### src/rtl/aud_fifo_pkg.sv
// Shared constants for the audio sample FIFO pair.
// Assumes byte addressing with 32-bit registers at 4-byte steps.
package aud_fifo_pkg;
    localparam int REG_AW     = 5;
    localparam logic [REG_AW-1:0] OFS_TXCTL = 5'h00;
    localparam logic [REG_AW-1:0] OFS_RXCTL = 5'h04;
    localparam logic [REG_AW-1:0] OFS_IEN   = 5'h08;
    localparam logic [REG_AW-1:0] OFS_ISTAT = 5'h0C;
    localparam logic [REG_AW-1:0] OFS_DBUF  = 5'h10;

    // control word layout
    localparam int CTL_FLUSH  = 0;
    localparam int CTL_DMA    = 1;
    localparam int CTL_THR_LO = 2;
    localparam int THR_W      = 4;
    localparam logic [THR_W-1:0] THR_RESET = 4'd8;

    // status bit positions
    localparam int ST_TX_OVF = 0;
    localparam int ST_TX_UNF = 1;
    localparam int ST_RX_OVF = 2;
    localparam int ST_RX_UNF = 3;
    localparam int ST_TX_REQ = 4;
    localparam int ST_RX_REQ = 5;
    localparam int ST_SPARE  = 6;
    localparam int ST_W      = 7;

    localparam int DIR_TX = 0;
    localparam int DIR_RX = 1;
    localparam int N_DIR  = 2;

    typedef struct packed {
        logic [THR_W-1:0] thr;
        logic             dma_en;
    } dir_ctl_t;
endpackage

### src/rtl/smp_fifo.sv
// Synchronous sample queue with first-word fall-through head.
// Assumes DEPTH is a power of two. A push is taken only when not full,
// a pop only when not empty, both judged on the state before the edge.
// clr empties the queue and overrides push and pop in that cycle.
module smp_fifo #(
    parameter int DATA_W = 32,
    parameter int DEPTH  = 32,
    localparam int AW    = $clog2(DEPTH),
    localparam int CW    = AW + 1
) (
    input  logic              clk,
    input  logic              rst_n,
    input  logic              clr,
    input  logic              push,
    input  logic [DATA_W-1:0] wdata,
    input  logic              pop,
    output logic [DATA_W-1:0] rdata,
    output logic [CW-1:0]     count,
    output logic              full,
    output logic              empty,
    output logic              ovf,
    output logic              unf
);
    logic [DATA_W-1:0] mem [DEPTH];
    logic [AW-1:0]     wr_ptr;
    logic [AW-1:0]     rd_ptr;
    logic              do_push;
    logic              do_pop;

    assign full    = (count == CW'(DEPTH));
    assign empty   = (count == '0);
    assign do_push = push && !full && !clr;
    assign do_pop  = pop && !empty && !clr;
    assign ovf     = push && full && !clr;
    assign unf     = pop && empty && !clr;
    assign rdata   = mem[rd_ptr];

    // storage write, no reset needed on data
    always_ff @(posedge clk) begin
        if (do_push) mem[wr_ptr] <= wdata;
    end

    // pointer and occupancy tracking
    always_ff @(posedge clk) begin
        if (!rst_n || clr) begin
            wr_ptr <= '0;
            rd_ptr <= '0;
            count  <= '0;
        end else begin
            if (do_push) wr_ptr <= wr_ptr + 1'b1;
            if (do_pop)  rd_ptr <= rd_ptr + 1'b1;
            case ({do_push, do_pop})
                2'b10:   count <= count + 1'b1;
                2'b01:   count <= count - 1'b1;
                default: count <= count;
            endcase
        end
    end

    a_r7_no_overflow: assert property (@(posedge clk) disable iff (!rst_n)
        count <= CW'(DEPTH));
    a_r7_full_holds: assert property (@(posedge clk) disable iff (!rst_n)
        (push && full && !pop && !clr) |=> (count == CW'(DEPTH)));
    a_r8_empty_holds: assert property (@(posedge clk) disable iff (!rst_n)
        (pop && empty && !push && !clr) |=> (count == '0));
    a_r2_clear_empties: assert property (@(posedge clk) disable iff (!rst_n)
        clr |=> (count == '0));
endmodule

### src/rtl/req_level.sv
// DMA request from fill level. FILL_SIDE=0 (drain side, transmit) asks
// while count <= thr; FILL_SIDE=1 (fill side, receive) asks while
// count >= thr. Assumes the count is at least as wide as the threshold.
module req_level #(
    parameter int CW        = 6,
    parameter int THR_W     = 4,
    parameter bit FILL_SIDE = 1'b0
) (
    input  logic             en,
    input  logic [CW-1:0]    count,
    input  logic [THR_W-1:0] thr,
    output logic             req
);
    logic [CW-1:0] thr_x;
    logic          hit;

    assign thr_x = {{(CW-THR_W){1'b0}}, thr};

    generate
        if (FILL_SIDE) begin : g_fill
            assign hit = (count >= thr_x);
        end else begin : g_drain
            assign hit = (count <= thr_x);
        end
    endgenerate

    assign req = en && hit;
endmodule

### src/rtl/irq_ctl.sv
// Sticky interrupt status with write-one-to-clear and an enable mask.
// Assumes set events are single-cycle pulses; a set in the same cycle
// as its clear keeps the bit set.
module irq_ctl #(
    parameter int ST_W = 7
) (
    input  logic            clk,
    input  logic            rst_n,
    input  logic [ST_W-1:0] set_ev,
    input  logic            clr_wr,
    input  logic [ST_W-1:0] clr_mask,
    input  logic            en_wr,
    input  logic [ST_W-1:0] en_data,
    output logic [ST_W-1:0] status,
    output logic [ST_W-1:0] enable,
    output logic            irq
);
    logic [ST_W-1:0] clr_eff;

    assign clr_eff = clr_wr ? clr_mask : '0;
    assign irq     = |(status & enable);

    // status bits: clear written ones, then merge new events
    always_ff @(posedge clk) begin
        if (!rst_n) status <= '0;
        else        status <= (status & ~clr_eff) | set_ev;
    end

    // interrupt enable mask
    always_ff @(posedge clk) begin
        if (!rst_n)     enable <= '0;
        else if (en_wr) enable <= en_data;
    end

    a_r9_set_survives_clear: assert property (@(posedge clk) disable iff (!rst_n)
        (set_ev != '0) |=> ((status & $past(set_ev)) == $past(set_ev)));
    a_r9_clear_only_written: assert property (@(posedge clk) disable iff (!rst_n)
        (clr_wr && set_ev == '0) |=>
            ((status & $past(clr_mask)) == '0) &&
            ((status & ~$past(clr_mask)) == ($past(status) & ~$past(clr_mask))));
endmodule

### src/rtl/aud_fifo_dma.sv
// Transmit and receive sample queues with threshold DMA requests and
// interrupt status. Register port uses single-cycle strobes; reads return
// data registered one cycle after reg_rd. One data window serves both
// directions: write queues transmit, read takes receive.
module aud_fifo_dma
    import aud_fifo_pkg::*;
#(
    parameter int DATA_W = 32,
    parameter int DEPTH  = 32,
    localparam int CW    = $clog2(DEPTH) + 1
) (
    input  logic              clk,
    input  logic              rst_n,
    input  logic              reg_wr,
    input  logic              reg_rd,
    input  logic [REG_AW-1:0] reg_addr,
    input  logic [DATA_W-1:0] reg_wdata,
    output logic [DATA_W-1:0] reg_rdata,
    input  logic              tx_pop,
    output logic [DATA_W-1:0] tx_data,
    output logic              tx_avail,
    input  logic              rx_push,
    input  logic [DATA_W-1:0] rx_data,
    output logic              tx_dreq,
    output logic              rx_dreq,
    output logic              irq
);
    dir_ctl_t          ctl_q   [N_DIR];
    logic              ctl_wr  [N_DIR];
    logic              f_clr   [N_DIR];
    logic              f_push  [N_DIR];
    logic              f_pop   [N_DIR];
    logic [DATA_W-1:0] f_wdata [N_DIR];
    logic [DATA_W-1:0] f_rdata [N_DIR];
    logic [CW-1:0]     f_count [N_DIR];
    logic              f_full  [N_DIR];
    logic              f_empty [N_DIR];
    logic              f_ovf   [N_DIR];
    logic              f_unf   [N_DIR];
    logic              dreq    [N_DIR];
    logic              dreq_d  [N_DIR];
    logic [ST_W-1:0]   set_ev;
    logic [ST_W-1:0]   status;
    logic [ST_W-1:0]   enable;
    logic              dbuf_wr;
    logic              dbuf_rd;

    assign dbuf_wr        = reg_wr && (reg_addr == OFS_DBUF);
    assign dbuf_rd        = reg_rd && (reg_addr == OFS_DBUF);
    assign ctl_wr[DIR_TX] = reg_wr && (reg_addr == OFS_TXCTL);
    assign ctl_wr[DIR_RX] = reg_wr && (reg_addr == OFS_RXCTL);

    assign f_push[DIR_TX]  = dbuf_wr;
    assign f_wdata[DIR_TX] = reg_wdata;
    assign f_pop[DIR_TX]   = tx_pop;
    assign f_push[DIR_RX]  = rx_push;
    assign f_wdata[DIR_RX] = rx_data;
    assign f_pop[DIR_RX]   = dbuf_rd;

    generate
        for (genvar d = 0; d < N_DIR; d++) begin : g_dir
            assign f_clr[d] = ctl_wr[d] && reg_wdata[CTL_FLUSH];

            // per-direction control word (flush bit is not stored)
            always_ff @(posedge clk) begin
                if (!rst_n) begin
                    ctl_q[d].thr    <= THR_RESET;
                    ctl_q[d].dma_en <= 1'b0;
                end else if (ctl_wr[d]) begin
                    ctl_q[d].thr    <= reg_wdata[CTL_THR_LO +: THR_W];
                    ctl_q[d].dma_en <= reg_wdata[CTL_DMA];
                end
            end

            // previous request level for rise detection
            always_ff @(posedge clk) begin
                if (!rst_n) dreq_d[d] <= 1'b0;
                else        dreq_d[d] <= dreq[d];
            end

            smp_fifo #(.DATA_W(DATA_W), .DEPTH(DEPTH)) u_fifo (
                .clk   (clk),
                .rst_n (rst_n),
                .clr   (f_clr[d]),
                .push  (f_push[d]),
                .wdata (f_wdata[d]),
                .pop   (f_pop[d]),
                .rdata (f_rdata[d]),
                .count (f_count[d]),
                .full  (f_full[d]),
                .empty (f_empty[d]),
                .ovf   (f_ovf[d]),
                .unf   (f_unf[d])
            );

            req_level #(.CW(CW), .THR_W(THR_W), .FILL_SIDE(d == DIR_RX)) u_req (
                .en    (ctl_q[d].dma_en),
                .count (f_count[d]),
                .thr   (ctl_q[d].thr),
                .req   (dreq[d])
            );

            a_r3_req_gated: assert property (@(posedge clk) disable iff (!rst_n)
                dreq[d] |-> ctl_q[d].dma_en);
        end
    endgenerate

    always_comb begin
        set_ev            = '0;
        set_ev[ST_TX_OVF] = f_ovf[DIR_TX];
        set_ev[ST_TX_UNF] = f_unf[DIR_TX];
        set_ev[ST_RX_OVF] = f_ovf[DIR_RX];
        set_ev[ST_RX_UNF] = f_unf[DIR_RX];
        set_ev[ST_TX_REQ] = dreq[DIR_TX] && !dreq_d[DIR_TX];
        set_ev[ST_RX_REQ] = dreq[DIR_RX] && !dreq_d[DIR_RX];
        set_ev[ST_SPARE]  = 1'b0;
    end

    irq_ctl #(.ST_W(ST_W)) u_irq (
        .clk      (clk),
        .rst_n    (rst_n),
        .set_ev   (set_ev),
        .clr_wr   (reg_wr && (reg_addr == OFS_ISTAT)),
        .clr_mask (reg_wdata[ST_W-1:0]),
        .en_wr    (reg_wr && (reg_addr == OFS_IEN)),
        .en_data  (reg_wdata[ST_W-1:0]),
        .status   (status),
        .enable   (enable),
        .irq      (irq)
    );

    // registered read mux; data-window read returns the head being popped
    always_ff @(posedge clk) begin
        if (!rst_n) begin
            reg_rdata <= '0;
        end else if (reg_rd) begin
            reg_rdata <= '0;
            case (reg_addr)
                OFS_TXCTL: reg_rdata[CTL_THR_LO+THR_W-1:CTL_DMA] <= {ctl_q[DIR_TX].thr, ctl_q[DIR_TX].dma_en};
                OFS_RXCTL: reg_rdata[CTL_THR_LO+THR_W-1:CTL_DMA] <= {ctl_q[DIR_RX].thr, ctl_q[DIR_RX].dma_en};
                OFS_IEN:   reg_rdata[ST_W-1:0] <= enable;
                OFS_ISTAT: reg_rdata[ST_W-1:0] <= status;
                OFS_DBUF:  reg_rdata <= f_empty[DIR_RX] ? '0 : f_rdata[DIR_RX];
                default:   reg_rdata <= '0;
            endcase
        end
    end

    assign tx_data  = f_rdata[DIR_TX];
    assign tx_avail = !f_empty[DIR_TX];
    assign tx_dreq  = dreq[DIR_TX];
    assign rx_dreq  = dreq[DIR_RX];

    a_r8_rx_empty_read_zero: assert property (@(posedge clk) disable iff (!rst_n)
        (dbuf_rd && f_empty[DIR_RX]) |=> (reg_rdata == '0));
    a_r11_spare_clear: assert property (@(posedge clk) disable iff (!rst_n)
        !status[ST_SPARE]);
endmodule

### config.mk
export PLATFORM = sky130hd
export DESIGN_NAME = aud_fifo_dma
export DESIGN_NICKNAME = d
export VERILOG_FILES = /design/src/rtl/aud_fifo_pkg.sv /design/src/rtl/smp_fifo.sv /design/src/rtl/req_level.sv /design/src/rtl/irq_ctl.sv /design/src/rtl/aud_fifo_dma.sv
export SDC_FILE = /design/constraint.sdc
export NUM_CORES = 2
export LEC_CHECK = 0
export CAP_MARGIN = 10
export CORE_UTILIZATION = 50
export DETAILED_ROUTE_END_ITERATION = 10
export DONT_BUFFER_PORTS = 1
export GPL_TIMING_DRIVEN = 0
export MAX_ROUTING_LAYER = met4
export REMOVE_ABC_BUFFERS = 1
export SETUP_SLACK_MARGIN = 0.2
export SYNTH_ARGS = -nofsm -noshare
export SYNTH_HDL_FRONTEND = slang
export SYNTH_HIERARCHICAL = 1
export SYNTH_SLANG_ARGS = --single-unit
### constraint.sdc
create_clock -name clk -period 5.5 [get_ports clk]
set_input_delay 1.1 -clock clk [delete_from_list [all_inputs] [get_ports clk]]
set_output_delay 1.1 -clock clk [all_outputs]
set_load 0.03 [all_outputs]
# Word level (Yosys, flattened, before mapping)
# Memory sizes are Yosys's and may differ from the RTL's. A register that Yosys moved wholly into a read port is not among the register bits.
# Index checks and enable logic that the tools add are counted.
# classes
eq_ne,10
n_reduce_logical,45
muxes,30
addsub,8
n_bitwise,10
magnitude_cmp,2
# ops
operator,count
$mux 32,1
$logic_and 1x1->1,28
$mux 25,1
$pmux 5 s5,1
$pmux 6 s2,2
$add 5x1->5 const B,4
$mux 5,4
$mux 1,16
$and 7x7->7,2
$add 6x1->6 const B,2
$eq 6x6->1 const B,2
$logic_not 6->1,2
$sub 6x1->6 const B,2
$eq 5x4->1 const B,2
$logic_not 1->1,9
$mux 4,2
$mux 7,1
$not 7->7,1
$or 7x6->7,1
$reduce_or 7->1,1
$ge 6x4->1,1
$le 6x4->1,1
$or 1x1->1,6
$pmux 1 s3,2
7 further kinds,11
# totals
out_inout_bits,68
n_memories,4
ram_bits,2060
inputBits,75
register_bits,78
# memory_table
name,words,word_bits,rd,rd_ports_with_merged_regs,wr,line_no,rtl
g_dir[0].u_fifo.mem,32,32,1,1,1,smp_fifo.sv:24,logic [DATA_W-1:0] mem [DEPTH];
g_dir[1].u_fifo.mem,32,32,1,1,1,smp_fifo.sv:24,
ctl_q,2,5,2,0,2,aud_fifo_dma.sv:28,dir_ctl_t ctl_q [N_DIR];
dreq_d,2,1,2,0,2,aud_fifo_dma.sv:41,logic dreq_d [N_DIR];

# Logic depth before layout (Yosys ltp)
# depth
word_depth,7
mapped_depth,16
depth_no_buf,13

# Hierarchy
# Netlist, hierarchy kept.
# modules_own_cells
module,instances,seq_area_each_um2,cells_per_inst,area_each_um2
smp_fifo at g_dir[1].u_fifo,1,31169.9,2061,40417.5
smp_fifo at g_dir[0].u_fifo,1,31169.9,2056,40410.0
aud_fifo_dma,1,980.9,211,2074.5
irq_ctl,1,280.3,48,545.5
req_level at g_dir[0].u_req,1,0.0,15,111.4
req_level at g_dir[1].u_req,1,0.0,14,101.3

# Worst setup path after synthesis
# Ideal clock, no wire load.
# synth_path
kind,input to register
start,input reg_addr[2]
end,memory g_dir[1].u_fifo.mem[30][0] (enable)
arrival_time_ns,4.114
slack_ns,0.965
cell_stages,8
t_required_ns,5.079
cell_sequence,buf_2 > buf_2 > and4b_1 > and2_1 > nand2b_1 > a31oi_1 > nand2_1 > nor2_1
# synth_lines
element,line_no,rtl
"start, declared",aud_fifo_dma.sv:16,"input logic [REG_AW-1:0] reg_addr,"
"end, declared",smp_fifo.sv:24,

==> results.py <==
metrics = {
    "drt": {
        "drt_wl_total_um": 211000,
        "viasPerCell": 6.18,
        "via_count": 42500,
        "drt_iter0_drc": 4321,
        "firstDrtPassIters": 5,
        "drc_errors": 0,
        "ant_nets": 0,
        "drt-wirelength-per-cell_um": 30.7,
    },
    "clock_tree": {
        "cts_buffers": 213,
        "clock-sinks": 2148,
        "clk_path_buf_depth": 3,
        "clk_latency_ps": 860,
        "hold_buffers": 0,
        "clk_pin_slew_ps": 60,
        "cts_resized": 0,
        "ctsRootBufferMaster": "clkbuf_16",
        "cts_tree": "done",
        "htree_num_levels": 4,
        "cts_setup_buffers": 2,
    },
    "outcome": {
        "outcome": "completed",
    },
    "power_and_ir_drop": {
        "leakagePower_nw": 29.6,
        "powerDensity_nw_per_um2": 338,
        "p_comb_frac": 0.012,
        "ir_drop_v": 0.000363,
        "p_sw_w": 0.00644,
        "pwr-share-clk": 0.434,
        "switching_share": 0.198,
        "finalPower_w": 0.0325,
        "internal_power_w": 0.0261,
        "seqPwrFrac": 0.554,
    },
    "die": {
        "ios": 143,
        "dieWidth_um": 411,
        "dieHeight_um": 411,
        "num_rows": 149,
        "core_um2": 166000,
        "initial_core_util": 0.505,
        "die_area_um2": 169000,
    },
    "timing": {
        "period_needed_ps": 4880,
        "fin_setup_tns_ps": 0,
        "max_freq_mhz": 205,
        "setup_viol": 0,
        "fin_ws_ps": 621,
        "max_slew_margin": 0.245,
        "min_period_over_period": 0.887,
        "hold_viol_final": 0,
        "rsz0062_at_grt": "false",
        "tightestPinTransition_ps": 1130,
        "finalClockSkew_ps": 33.5,
        "drv_slew": 0,
    },
    "critical_path": {
        "startpoint_type": "register",
        "endpoint": "tx_data[9]",
        "cp-end-kind": "output port",
        "crit_arrival_ps": 3780,
        "reg2reg_slack_ps": 1810,
        "cp_max_fo": 44,
        "crit_type": "reg -> out",
        "cp.required_ps": 4400,
        "rr_endpoint": "g_dir[1].u_fifo/mem[6][10]",
        "r2r_cells": 5,
        "r2r_start": "g_dir[1].u_fifo/count[1]",
    },
    "grt": {
        "grt_pass1_wl_um": 302000,
        "grt_pass1_vias": 42700,
        "overflow": 0,
        "antenna_found_initial": 5,
        "grt_max_degree": 70,
        "gr-usage-all-layers": 0.258,
    },
    "place": {
        "dp_hpwl_um": 125000,
        "port_buffers": 0,
        "place_congestion": 0.763,
        "pre_cts_ws_ps": 697,
        "place_area_um2": 89300,
    },
    "synthesis": {
        "ys_warn_count": 6,
        "syn_avg_cell_area_um2": 19.0,
        "synth_area_um2": 83700,
        "netlist_instances": 4403,
    },
    "finish": {
        "fin_nets": 4602,
        "design_area_um2": 96200,
        "drive_gt1_frac": 0.255,
        "areaGrowthSynthToFinish_pct": 15.0,
    },
    "job": {
        "drv_cap": 0,
    },
    "worst_hold_path": {
        "hp-class": "in -> reg",
    },
}
==> worst max-delay path, cell delays in order, from the launching register on <==
cell and delay, ps:
dfxtp_4 670, buf_16 340, nand2_4 340, buf_16 340, a211oi_1 260, nor3_1 140, or4_1 760
==> power groups by stage <==
stage,clock network (W),registers [W],logic [W]
2_1_floorplan,0,0.0184,0.000254
3_3_place_gp,0,0.0184,0.000355
3_5_place_dp,0,0.0184,0.000391
4_1_cts,0.0144,0.0180,0.000393
5_1_grt,0.0149,0.0180,0.000416
6_report,0.0141,0.0180,0.000389
==> stage by stage <==
stage / std cells / util / hold WS [ps]
3_5_place_dp: 6474 / 0.539 / 502
3_3_place_gp: 6325 / 0.514 / 470
2_1_floorplan: 4136 / - / 459
5_1_grt: 6880 / 0.581 / 291
4_1_cts: 6871 / 0.581 / 266
6_report: 6880 / 0.581 / 336
==> cell type report <==
type	instances	area [µm²]
sequential	2148	63600
clock buffer	288	5700
tap	2189	2740
multi-input combinational	1966	19400
fill	12200	69400
clock inverter	107	1100
inverter	22	82.6
antenna	8	20.0
timing repair buffer	152	3560
==> per-layer routing <==
layer	share of wire	vias to the layer above	track usage	routed length (µm)
met1	0.40	22400	0.332	85300
li1	-	18200	-	-
met3	0.069	367	0.0456	14500
met5	0	-	-	0
met4	0.030	0	0.0842	6380
met2	0.50	1513	0.419	105000
==> worst min-delay path by stage <==
stage / cells after the start / end / slack [ps] / from
2_1_floorplan: 2 / register / 460 / g_dir[0].u_fifo/rd_ptr[4]
3_3_place_gp: 2 / g_dir[0].u_fifo/rd_ptr[4] / 470 / g_dir[0].u_fifo/rd_ptr[4]
3_5_place_dp: 2 / register / 500 / g_dir[0].u_fifo/rd_ptr[3]
4_1_cts: 0 / g_dir[1].u_fifo/mem[22][22] / 270 / rx_data[22]
5_1_grt: 0 / g_dir[1].u_fifo/mem[30][25] / 290 / rx_data[25]
6_report: 0 / g_dir[1].u_fifo/mem[4][21] / 340 / rx_data[21]
==> sequential cells by signal, summed over array words and instances, names as in the netlist, named ones only <==
register             flops
ctl_q                   10
dreq_d                   2
g_dir.u_fifo/count      12
g_dir.u_fifo/mem      2048
g_dir.u_fifo/rd_ptr     10
g_dir.u_fifo/wr_ptr     10
reg_rdata               32
u_irq/enable             7
u_irq/status             7
==> layout by cell type (no fill, tap or decap), types with 9 or more instances in the layout <==
cell type / instances
mux2i_1: 24
buf_16: 80
o21ai_0: 147
nor2_1: 26
edfxtp_1: 2058
a22o_1: 128
and3_1: 11
ha_1: 24
nand2b_1: 38
buf_12: 62
clkinv_1: 35
inv_1: 22
nand2_1: 24
or3_1: 13
o22ai_1: 128
nor3_1: 135
or4_1: 64
a211oi_1: 128
clkbuf_1: 66
xor2_1: 10
clkbuf_16: 213
nor2_4: 68
nand3_1: 33
mux2_2: 390
a21oi_1: 20
dfxtp_1: 86
bufinv_16: 13
clkbuf_8: 9
mux4_2: 256
a21boi_1: 25
o21a_1: 16
nand3b_1: 10
clkinv_2: 34
nor2b_1: 149
Power figures use the tool's default switching activity.
